File: src/rtl/pllseq_pkg.sv
package pllseq_pkg;
  // Control register bit positions (decoded by the PLL).
  localparam int unsigned CB_PWRDN  = 0;
  localparam int unsigned CB_BYPASS = 1;
  localparam int unsigned CB_DIRIN  = 2;
  localparam int unsigned CB_DIROUT = 3;
  localparam int unsigned CB_CLKEN  = 4;
  // Status register lock flag.
  localparam int unsigned SB_LOCK   = 0;
  // Divider word selecting divide-by-one for pre and post dividers.
  localparam logic [31:0] DIV_UNITY = 32'h0030_2062;

  typedef enum logic [3:0] {
    S_IDLE, S_RDCTL, S_CAPT, S_ISO, S_MDIV, S_NPDIV,
    S_PWRUP, S_POLL, S_CHK, S_ENABLE, S_DONE, S_FAIL
  } seq_state_e;
endpackage

File: src/rtl/pllseq_ctrl_edit.sv
module pllseq_ctrl_edit
  import pllseq_pkg::*;
#(
  parameter int unsigned DATA_W = 32
) (
  input  logic [DATA_W-1:0] raw_i,
  output logic [DATA_W-1:0] iso_o,
  output logic [DATA_W-1:0] up_o,
  output logic [DATA_W-1:0] en_o
);
  always_comb begin
    iso_o             = raw_i;
    iso_o[CB_PWRDN]   = 1'b1;
    iso_o[CB_BYPASS]  = 1'b0;
    iso_o[CB_DIRIN]   = 1'b0;
    iso_o[CB_DIROUT]  = 1'b0;
    iso_o[CB_CLKEN]   = 1'b0;
    up_o              = iso_o;
    up_o[CB_PWRDN]    = 1'b0;
    en_o              = up_o;
    en_o[CB_CLKEN]    = 1'b1;
  end
endmodule

File: src/rtl/pllseq_lock_timer.sv
module pllseq_lock_timer #(
  parameter int unsigned LIMIT_W = 16
) (
  input  logic               clk,
  input  logic               rst_n,
  input  logic               clear_i,
  input  logic               bump_i,
  input  logic [LIMIT_W-1:0] limit_i,
  output logic               expired_o
);
  localparam int unsigned CW = LIMIT_W + 1;

  logic [CW-1:0] cnt_q, cnt_d;
  logic          cnt_en;

  assign cnt_en = clear_i | bump_i;

  always_comb begin
    cnt_d = cnt_q;
    if (clear_i)
      cnt_d = '0;
    else if (bump_i && (cnt_q != {CW{1'b1}}))
      cnt_d = cnt_q + 1'b1;
  end

  always_ff @(posedge clk or negedge rst_n) begin
    if (!rst_n)
      cnt_q <= '0;
    else if (cnt_en)
      cnt_q <= cnt_d;
  end

  // Expires when the poll now failing would be the limit-th failure.
  assign expired_o = ((cnt_q + 1'b1) >= {1'b0, limit_i});
endmodule

File: src/rtl/pllseq_fsm.sv
module pllseq_fsm
  import pllseq_pkg::*;
#(
  parameter int unsigned DATA_W = 32,
  parameter int unsigned ADDR_W = 4,
  parameter logic [ADDR_W-1:0] A_STAT  = 0,
  parameter logic [ADDR_W-1:0] A_CTRL  = 1,
  parameter logic [ADDR_W-1:0] A_MDIV  = 2,
  parameter logic [ADDR_W-1:0] A_NPDIV = 3
) (
  input  logic              clk,
  input  logic              rst_n,
  input  logic              start_i,
  input  logic [DATA_W-1:0] mult_i,
  input  logic              expired_i,
  input  logic [DATA_W-1:0] iso_i,
  input  logic [DATA_W-1:0] up_i,
  input  logic [DATA_W-1:0] en_i,
  output logic [DATA_W-1:0] ctrl_raw_o,
  output logic              tmr_clear_o,
  output logic              tmr_bump_o,
  output logic              busy_o,
  output logic              done_o,
  output logic              error_o,
  output logic              reg_we_o,
  output logic              reg_re_o,
  output logic [ADDR_W-1:0] reg_addr_o,
  output logic [DATA_W-1:0] reg_wdata_o,
  input  logic [DATA_W-1:0] reg_rdata_i
);
  seq_state_e        state_q, state_d;
  logic [DATA_W-1:0] mult_q, ctrl_q;
  logic              accept, capture, locked;

  assign accept  = (state_q == S_IDLE) && start_i;
  assign capture = (state_q == S_CAPT);
  assign locked  = reg_rdata_i[SB_LOCK];

  always_comb begin
    state_d = state_q;
    unique case (state_q)
      S_IDLE:   if (start_i) state_d = S_RDCTL;
      S_RDCTL:  state_d = S_CAPT;
      S_CAPT:   state_d = S_ISO;
      S_ISO:    state_d = S_MDIV;
      S_MDIV:   state_d = S_NPDIV;
      S_NPDIV:  state_d = S_PWRUP;
      S_PWRUP:  state_d = S_POLL;
      S_POLL:   state_d = S_CHK;
      S_CHK:    if (locked)         state_d = S_ENABLE;
                else if (expired_i) state_d = S_FAIL;
                else                state_d = S_POLL;
      S_ENABLE: state_d = S_DONE;
      S_DONE:   state_d = S_IDLE;
      S_FAIL:   state_d = S_IDLE;
      default:  state_d = S_IDLE;
    endcase
  end

  always_ff @(posedge clk or negedge rst_n) begin
    if (!rst_n) state_q <= S_IDLE;
    else        state_q <= state_d;
  end

  always_ff @(posedge clk or negedge rst_n) begin
    if (!rst_n)      mult_q <= '0;
    else if (accept) mult_q <= mult_i;
  end

  always_ff @(posedge clk or negedge rst_n) begin
    if (!rst_n)       ctrl_q <= '0;
    else if (capture) ctrl_q <= reg_rdata_i;
  end

  assign ctrl_raw_o  = ctrl_q;
  assign tmr_clear_o = (state_q == S_PWRUP);
  assign tmr_bump_o  = (state_q == S_CHK) && !locked;

  always_comb begin
    reg_we_o    = 1'b0;
    reg_re_o    = 1'b0;
    reg_addr_o  = A_STAT;
    reg_wdata_o = '0;
    unique case (state_q)
      S_RDCTL:  begin reg_re_o = 1'b1; reg_addr_o = A_CTRL; end
      S_POLL:   begin reg_re_o = 1'b1; reg_addr_o = A_STAT; end
      S_ISO:    begin reg_we_o = 1'b1; reg_addr_o = A_CTRL;  reg_wdata_o = iso_i;  end
      S_MDIV:   begin reg_we_o = 1'b1; reg_addr_o = A_MDIV;  reg_wdata_o = mult_q; end
      S_NPDIV:  begin reg_we_o = 1'b1; reg_addr_o = A_NPDIV;
                      reg_wdata_o = DATA_W'(DIV_UNITY); end
      S_PWRUP:  begin reg_we_o = 1'b1; reg_addr_o = A_CTRL;  reg_wdata_o = up_i;   end
      S_ENABLE: begin reg_we_o = 1'b1; reg_addr_o = A_CTRL;  reg_wdata_o = en_i;   end
      default:  ;
    endcase
  end

  assign busy_o  = (state_q != S_IDLE);
  assign done_o  = (state_q == S_DONE) || (state_q == S_FAIL);
  assign error_o = (state_q == S_FAIL);

  assert_strobe_excl_R8: assert property (@(posedge clk) disable iff (!rst_n)
    !(reg_we_o && reg_re_o));
  assert_done_pulse_R5: assert property (@(posedge clk) disable iff (!rst_n)
    done_o |=> !done_o);
  assert_err_with_done_R6: assert property (@(posedge clk) disable iff (!rst_n)
    error_o |-> done_o);
  assert_clken_after_lock_R5: assert property (@(posedge clk) disable iff (!rst_n)
    (reg_we_o && (reg_addr_o == A_CTRL) && reg_wdata_o[CB_CLKEN]) |-> $past(reg_rdata_i[SB_LOCK]));
  assert_busy_hold_R7: assert property (@(posedge clk) disable iff (!rst_n)
    (start_i && busy_o && !done_o) |=> busy_o);
  assert_iso_pd_R2: assert property (@(posedge clk) disable iff (!rst_n)
    (reg_we_o && (reg_addr_o == A_MDIV)) |-> $past(reg_we_o && reg_wdata_o[CB_PWRDN]));
endmodule

File: src/rtl/pll_reprog_seq.sv
module pll_reprog_seq #(
  parameter int unsigned DATA_W  = 32,
  parameter int unsigned ADDR_W  = 4,
  parameter int unsigned LIMIT_W = 16,
  parameter logic [ADDR_W-1:0] A_STAT  = 0,
  parameter logic [ADDR_W-1:0] A_CTRL  = 1,
  parameter logic [ADDR_W-1:0] A_MDIV  = 2,
  parameter logic [ADDR_W-1:0] A_NPDIV = 3
) (
  input  logic               clk,
  input  logic               rst_n,
  input  logic               start_i,
  input  logic [DATA_W-1:0]  mult_i,
  input  logic [LIMIT_W-1:0] lock_limit_i,
  output logic               busy_o,
  output logic               done_o,
  output logic               error_o,
  output logic               reg_we_o,
  output logic               reg_re_o,
  output logic [ADDR_W-1:0]  reg_addr_o,
  output logic [DATA_W-1:0]  reg_wdata_o,
  input  logic [DATA_W-1:0]  reg_rdata_i
);
  logic [DATA_W-1:0] ctrl_raw, iso_w, up_w, en_w;
  logic              tmr_clear, tmr_bump, expired;

  pllseq_ctrl_edit #(.DATA_W(DATA_W)) u_edit (
    .raw_i(ctrl_raw), .iso_o(iso_w), .up_o(up_w), .en_o(en_w)
  );

  pllseq_lock_timer #(.LIMIT_W(LIMIT_W)) u_timer (
    .clk(clk), .rst_n(rst_n), .clear_i(tmr_clear), .bump_i(tmr_bump),
    .limit_i(lock_limit_i), .expired_o(expired)
  );

  pllseq_fsm #(
    .DATA_W(DATA_W), .ADDR_W(ADDR_W),
    .A_STAT(A_STAT), .A_CTRL(A_CTRL), .A_MDIV(A_MDIV), .A_NPDIV(A_NPDIV)
  ) u_fsm (
    .clk(clk), .rst_n(rst_n), .start_i(start_i), .mult_i(mult_i),
    .expired_i(expired), .iso_i(iso_w), .up_i(up_w), .en_i(en_w),
    .ctrl_raw_o(ctrl_raw), .tmr_clear_o(tmr_clear), .tmr_bump_o(tmr_bump),
    .busy_o(busy_o), .done_o(done_o), .error_o(error_o),
    .reg_we_o(reg_we_o), .reg_re_o(reg_re_o), .reg_addr_o(reg_addr_o),
    .reg_wdata_o(reg_wdata_o), .reg_rdata_i(reg_rdata_i)
  );
endmodule

File: config.mk
export PLATFORM = sky130hd
export DESIGN_NAME = pll_reprog_seq
export DESIGN_NICKNAME = d
export VERILOG_FILES = /design/src/rtl/pllseq_pkg.sv /design/src/rtl/pllseq_ctrl_edit.sv /design/src/rtl/pllseq_lock_timer.sv /design/src/rtl/pllseq_fsm.sv /design/src/rtl/pll_reprog_seq.sv
export SDC_FILE = /design/constraint.sdc
export NUM_CORES = 1
export LEC_CHECK = 0
export BUFFER_PORTS_ARGS = -buffer_cell sky130_fd_sc_hd__buf_2
export CAP_MARGIN = 30
export CORE_MARGIN = 2
export CORE_UTILIZATION = 35
export CTS_BUF_LIST = sky130_fd_sc_hd__clkbuf_4
export CTS_CLUSTER_DIAMETER = 150
export DETAILED_ROUTE_END_ITERATION = 7
export PLACE_DENSITY = 0.68
export SETUP_SLACK_MARGIN = 0.3
export SKIP_CTS_REPAIR_TIMING = 1
export SYNTH_ARGS = -nofsm -noshare
export SYNTH_HDL_FRONTEND = slang
export SYNTH_SLANG_ARGS = --single-unit
File: constraint.sdc
create_clock -name clk -period 3.5 [get_ports clk]
set_input_delay 0.175 -clock clk [delete_from_list [all_inputs] [get_ports clk]]
set_output_delay 0.175 -clock clk [all_outputs]
set_load 0.1 [all_outputs]
Word-level counts from Yosys, hierarchy flattened:

Index checks and enable logic that the tools add are counted.

* flip-flop bits (word level): 85
* latch bits: 0
* memory bits (writable): 0
* bits in read-only memories: 0
* bits of input ports: 83
* output and inout port bits: 41
* word-level logic and storage cells: 42
* memories: 0

* add/subtract/negate cells: 1
* multiply operators: 0
* divide/modulo/power cells: 0
* $lt $le $gt $ge: 1
* eq/ne operators: 13
* shift operators: 0
* mux-type cells: 10
* bitwise operators: 1
* reductions and logical operators: 12

Operator list (count)
* $pmux W32 S5: 1
* $pmux W4 S10: 1
* $mux W17: 2
* $add A17 B1 Y17 const B: 1
* $ge A17 B16 Y1: 1
* $ne A17 B17 Y1 const B: 1
* $eq A4 B3 Y1 const B: 4
* $eq A4 B4 Y1 const B: 4
* $mux W4: 3
* $eq A4 B2 Y1 const B: 2
* $pmux W2 S3: 1
* $reduce_or A5 Y1: 1
* $eq A4 B1 Y1 const B: 1
* $logic_not A4 Y1: 1
* $reduce_bool A4 Y1: 1
* $reduce_or A4 Y1: 1
* $logic_and A1 B1 Y1: 3
* $mux W1: 2
* $ne A2 B2 Y1 const B: 1
* $reduce_and A2 Y1: 1
* $reduce_bool A2 Y1: 1
* $reduce_or A2 Y1: 1
* $logic_not A1 Y1: 1
* $logic_or A1 B1 Y1: 1
* $or A1 B1 Y1: 1

Longest topological paths before layout:

* word-level depth: 5
* depth in mapped cells: 12

Cells and area by module:

Synthesis repeated with hierarchy kept, for this count alone.

* cell total of the unflattened synthesis: 576
* area, all modules: 6012.0 µm²

By module, submodules not included
* pllseq_fsm: times used 1, cells each 307, area each 3826.2 µm², seq. area each 1701.6 µm²
* pllseq_lock_timer: times used 1, cells each 171, area each 1457.6 µm², seq. area each 425.4 µm²
* pllseq_ctrl_edit: times used 1, cells each 98, area each 728.2 µm², seq. area each 0.0 µm²

Least setup slack after synthesis:

Ideal clock, no wire load.

* kind: register -> output
* from: register u_fsm.state_q[3]
* to: output reg_wdata_o[13]
* arrival time: 3119 ps
* slack: 206 ps
* stages on the path, launching flop included: 7
* buffers on the path: 1
* cells stage by stage: dfrtp_1 > buf_2 > inv_2 > nand2_1 > nor2_1 > o21ai_0 > nand2_1

* cells in the longest elaborated chain, start to end: 2

Ends and longest elaborated chain
* start: declaration: line pllseq_fsm.sv:31 `seq_state_e state_q, state_d;`
* start signal: assignment: line pllseq_fsm.sv:62 `else state_q <= state_d;`
* $eq A4 B4 Y1 (tied with other cells): line pllseq_fsm.sv:84 `unique case (state_q)`
* $pmux W32 S5 *: line pllseq_fsm.sv:84
* end: declaration: line pll_reprog_seq.sv:21 `output logic [DATA_W-1:0] reg_wdata_o,`

Mark *: on every way between the ends. The rest lies on a longest branch, timed or not.

Final worst setup path:

* from: register u_timer.cnt_q[0]
* to: register u_fsm.state_q[2]

* cells in the longest elaborated chain, start to end: 5

Ends and longest elaborated chain
* start: declaration: line pllseq_lock_timer.sv:13 `logic [CW-1:0] cnt_q, cnt_d;`
* start signal: assignment: line pllseq_lock_timer.sv:30 `cnt_q <= cnt_d;`
* $add A17 B1 Y17: line pllseq_lock_timer.sv:34 `assign expired_o = ((cnt_q + 1'b1) >= {1'b0, limit_i});`
* $ge A17 B16 Y1: line pllseq_lock_timer.sv:34
* $mux W4: line pllseq_fsm.sv:51 `else if (expired_i) state_d = S_FAIL;`
* $mux W4: line pllseq_fsm.sv:50 `S_CHK: if (locked) state_d = S_ENABLE;`
* $pmux W4 S10: line pllseq_fsm.sv:41 `unique case (state_q)`

Every way passes these cells.
A chain may end at the register's enable or synchronous reset.

==> impl_metrics.toml <==
[outcome]
outcome = "finished clean"

[logic_synthesis]
netlist-cell-type-count = 44
synth_area_leaders = "dfrtp_1, mux2_2, a22o_1, ha_1, nand2_1"
synth_top_area_share = 0.4710
yosysSeqAreaShare = 0.4710
avgSynthCellArea_um2 = 11.13
yosys_warnings = 0
syn-cell-area_um2 = 4250
synth.most_common_cell = "dfrtp_1"
ys.flop_type = "dfrtp_1"
netlist_instances = 382
synth-seq-cells = 80
yosysTopAreaCell = "dfrtp_1"
synth_async_sr_flop_share = 1.000
synth_common_cells = "dfrtp_1, mux2_2, a22o_1, nand2_1, o21ai_0"
synth_edf_count = 0

[grt]
grt_pass1_vias = 3349
grt_overflow = 0
antenna_found_initial = 1
grt.total_usage = 0.1622
grt_max_degree = 55
grt_pass1_wl_um = 16410

[clock_network]
htree_levels = 3
cts_max_path_buffers = 2
clock_latency_ns = 0.44
clkTransAtPathRegs_ns = 0.14
numClockSinks = 80
cts_tree = "yes"
cts-buffers-inserted = 9
cts_root_buf = "clkbuf_4"

[worst_setup_path]
reg2reg_depth = 12
worstPathArrival_ns = 3.28
r2r-end = "u_fsm.state_q[2]$_DFFE_PN0P_"
critPathCaptureType = "flop"
cp_max_fo = 6
endpoint = "u_fsm.state_q[2]$_DFFE_PN0P_"
cp_num_cells = 12
cp-start-kind = "flop"
reg2reg_slack_ns = 0.54
r2r_start = "u_timer.cnt_q[0]$_DFFE_PN0P_"
crit_path_cell_trace = "ha_1 -> nand2_1 -> nor3_4 -> nand2_1 -> nor2_1 -> xor2_1 -> ha_1 -> nand4b_1 -> or3_1 -> o211ai_1 -> buf_4 -> o32ai_1"
path_class = "reg -> reg"
cpPeakStageDelay_ns = 0.43
startpoint = "u_timer.cnt_q[0]$_DFFE_PN0P_"
crit_path_top_delay_cell = "dfrtp_1"
path_buf_inv = 1
critPathTopFamily = "simple AND/OR/NAND/NOR gates"
cp.required_ns = 3.82

[final_layout]
synthToLayoutAreaGrowth_pct = 34.88
layout-drive-gt1-share = 0.3683
final_nets = 658
fillers = 1071

[floorplanning]
start_util = 0.3568
dieHeight_um = 114.2
ios = 124
die_x_um = 114.2
die-area_um2 = 13040
num_rows = 40
fp.coreArea_um2 = 11910

[route]
post_drt_wl_per_cell_um = 15.62
vias = 3600
drt-initial-drc-count = 145
via_per_inst = 5.070
detail-route-antenna-nets = 0
dr.pass1.iters = 4
wl_um = 11090
drc = 0

[sta]
hold_viol = 0
drv_slew = 0
fin_setup_tns_ns = 0
setup_viol = 0
max_freq_ghz = 0.3375
slew_headroom = 0.3547
timing.final.crit_share = 0.8465
fin_ws_ns = 0.5371
worst_pin_slew_ns = 0.9668
grt_setup_unrepaired = "false"
fin_worst_skew_ns = 0.01473
period_needed_ns = 2.963

[min_path]
hp-start = "start_i"
hold_path.class = "in -> reg"

[placement]
hpwl_um = 7390
gp_congestion = 0.8094
numPortBuffers = 117
pre_cts_ws_ns = 0.5505

[flow_run]
cap_violations = 0
[sequential cells by signal (all words and copies together), names as in the netlist]
register	flops
u_fsm.state_q	4
u_timer.cnt_q	17
u_fsm.ctrl_raw_o	27
u_fsm.mult_q	32
[area by class of cell]
cell class | instances | area (µm²) | area share
diodes | 1 | 2.502 | 0.0004365
inverters | 21 | 78.83 | 0.01375
well taps | 147 | 183.9 | 0.03208
clock buffers | 9 | 67.56 | 0.01179
repair buffers | 183 | 1254 | 0.2187
multi-input cells | 262 | 2066 | 0.3603
flip-flops and latches | 80 | 2002 | 0.3492
clock inverters | 7 | 78.83 | 0.01375
[tightest hold or removal path: cells and delay by family]
kind	cells	cell delay [ns]
buf+inv	1	0.11
simple gates	2	0.21
[cells in the final DEF (no fill, tap or decap), types with 3 or more instances in the layout]
cell type and n:
o22ai_1 3, and3_1 3, and2_1 3, buf_2 116, a22o_1 30, o21ai_0 21, dfrtp_1 80, a31oi_1 3
clkbuf_4 9, o31ai_1 4, nand3_1 9, nand2_1 28, nor2_1 17, dlygate4sd3_1 60, ha_1 18, buf_4 6
mux2_2 59, inv_1 20, a21oi_1 12, nor3_4 3, nor4_1 3, xor2_1 6, xnor2_1 12, nand4_1 3
[metal layers]
layer / GRT usage / share of wire
met5: 0 / 0
met4: 0.06585 / 0.024
met1: 0.2019 / 0.42
met3: 0.04394 / 0.043
met2: 0.2679 / 0.51
[cell families (layout without fill, tap and decap cells)]
kind of cell / after synthesis / after routing / synth area share
buffers and inverters: 41 / 220 / 0.04563
other: 1 / 3 / 0.0008823
AOI/OAI and AO/OA: 83 / 83 / 0.1360
DFF: 80 / 80 / 0.4710
and+or+nand+nor: 82 / 82 / 0.1001
adders and majority gates: 18 / 18 / 0.05299
muxes: 59 / 59 / 0.1563
xor gates and xnor gates: 18 / 18 / 0.03709
[worst min-delay path by stage]
stage	endpoint	slack, ns	cells after the start
floorplan	u_fsm.ctrl_raw_o[10]$_DFFE_PN0P_	-0.12	0
global placement	u_timer.cnt_q[8]$_DFFE_PN0P_	0.40	1
detailed placement	u_timer.cnt_q[8]$_DFFE_PN0P_	0.12	1
CTS	u_timer.cnt_q[13]$_DFFE_PN0P_	-0.39	1
global route	u_fsm.state_q[1]$_DFFE_PN0P_	0.07	4
finish	u_fsm.state_q[0]$_DFFE_PN0P_	0.10	3
[metrics by stage]
step,instances,cell area [µm²],util,hold WS (ns)
3_3_place_gp,631,4949,0.4154,0.4033
5_1_grt,710,5733,0.4813,0.07116
4_1_cts,648,5122,0.4300,-0.3930
6_report,710,5733,0.4813,0.1044
3_5_place_dp,632,4976,0.4178,0.1205
2_1_floorplan,383,4257,-,-0.1206
Power is left out: the tool's default activity adds up to more than one toggle a clock period on the data nets, which glitch-free logic cannot reach.
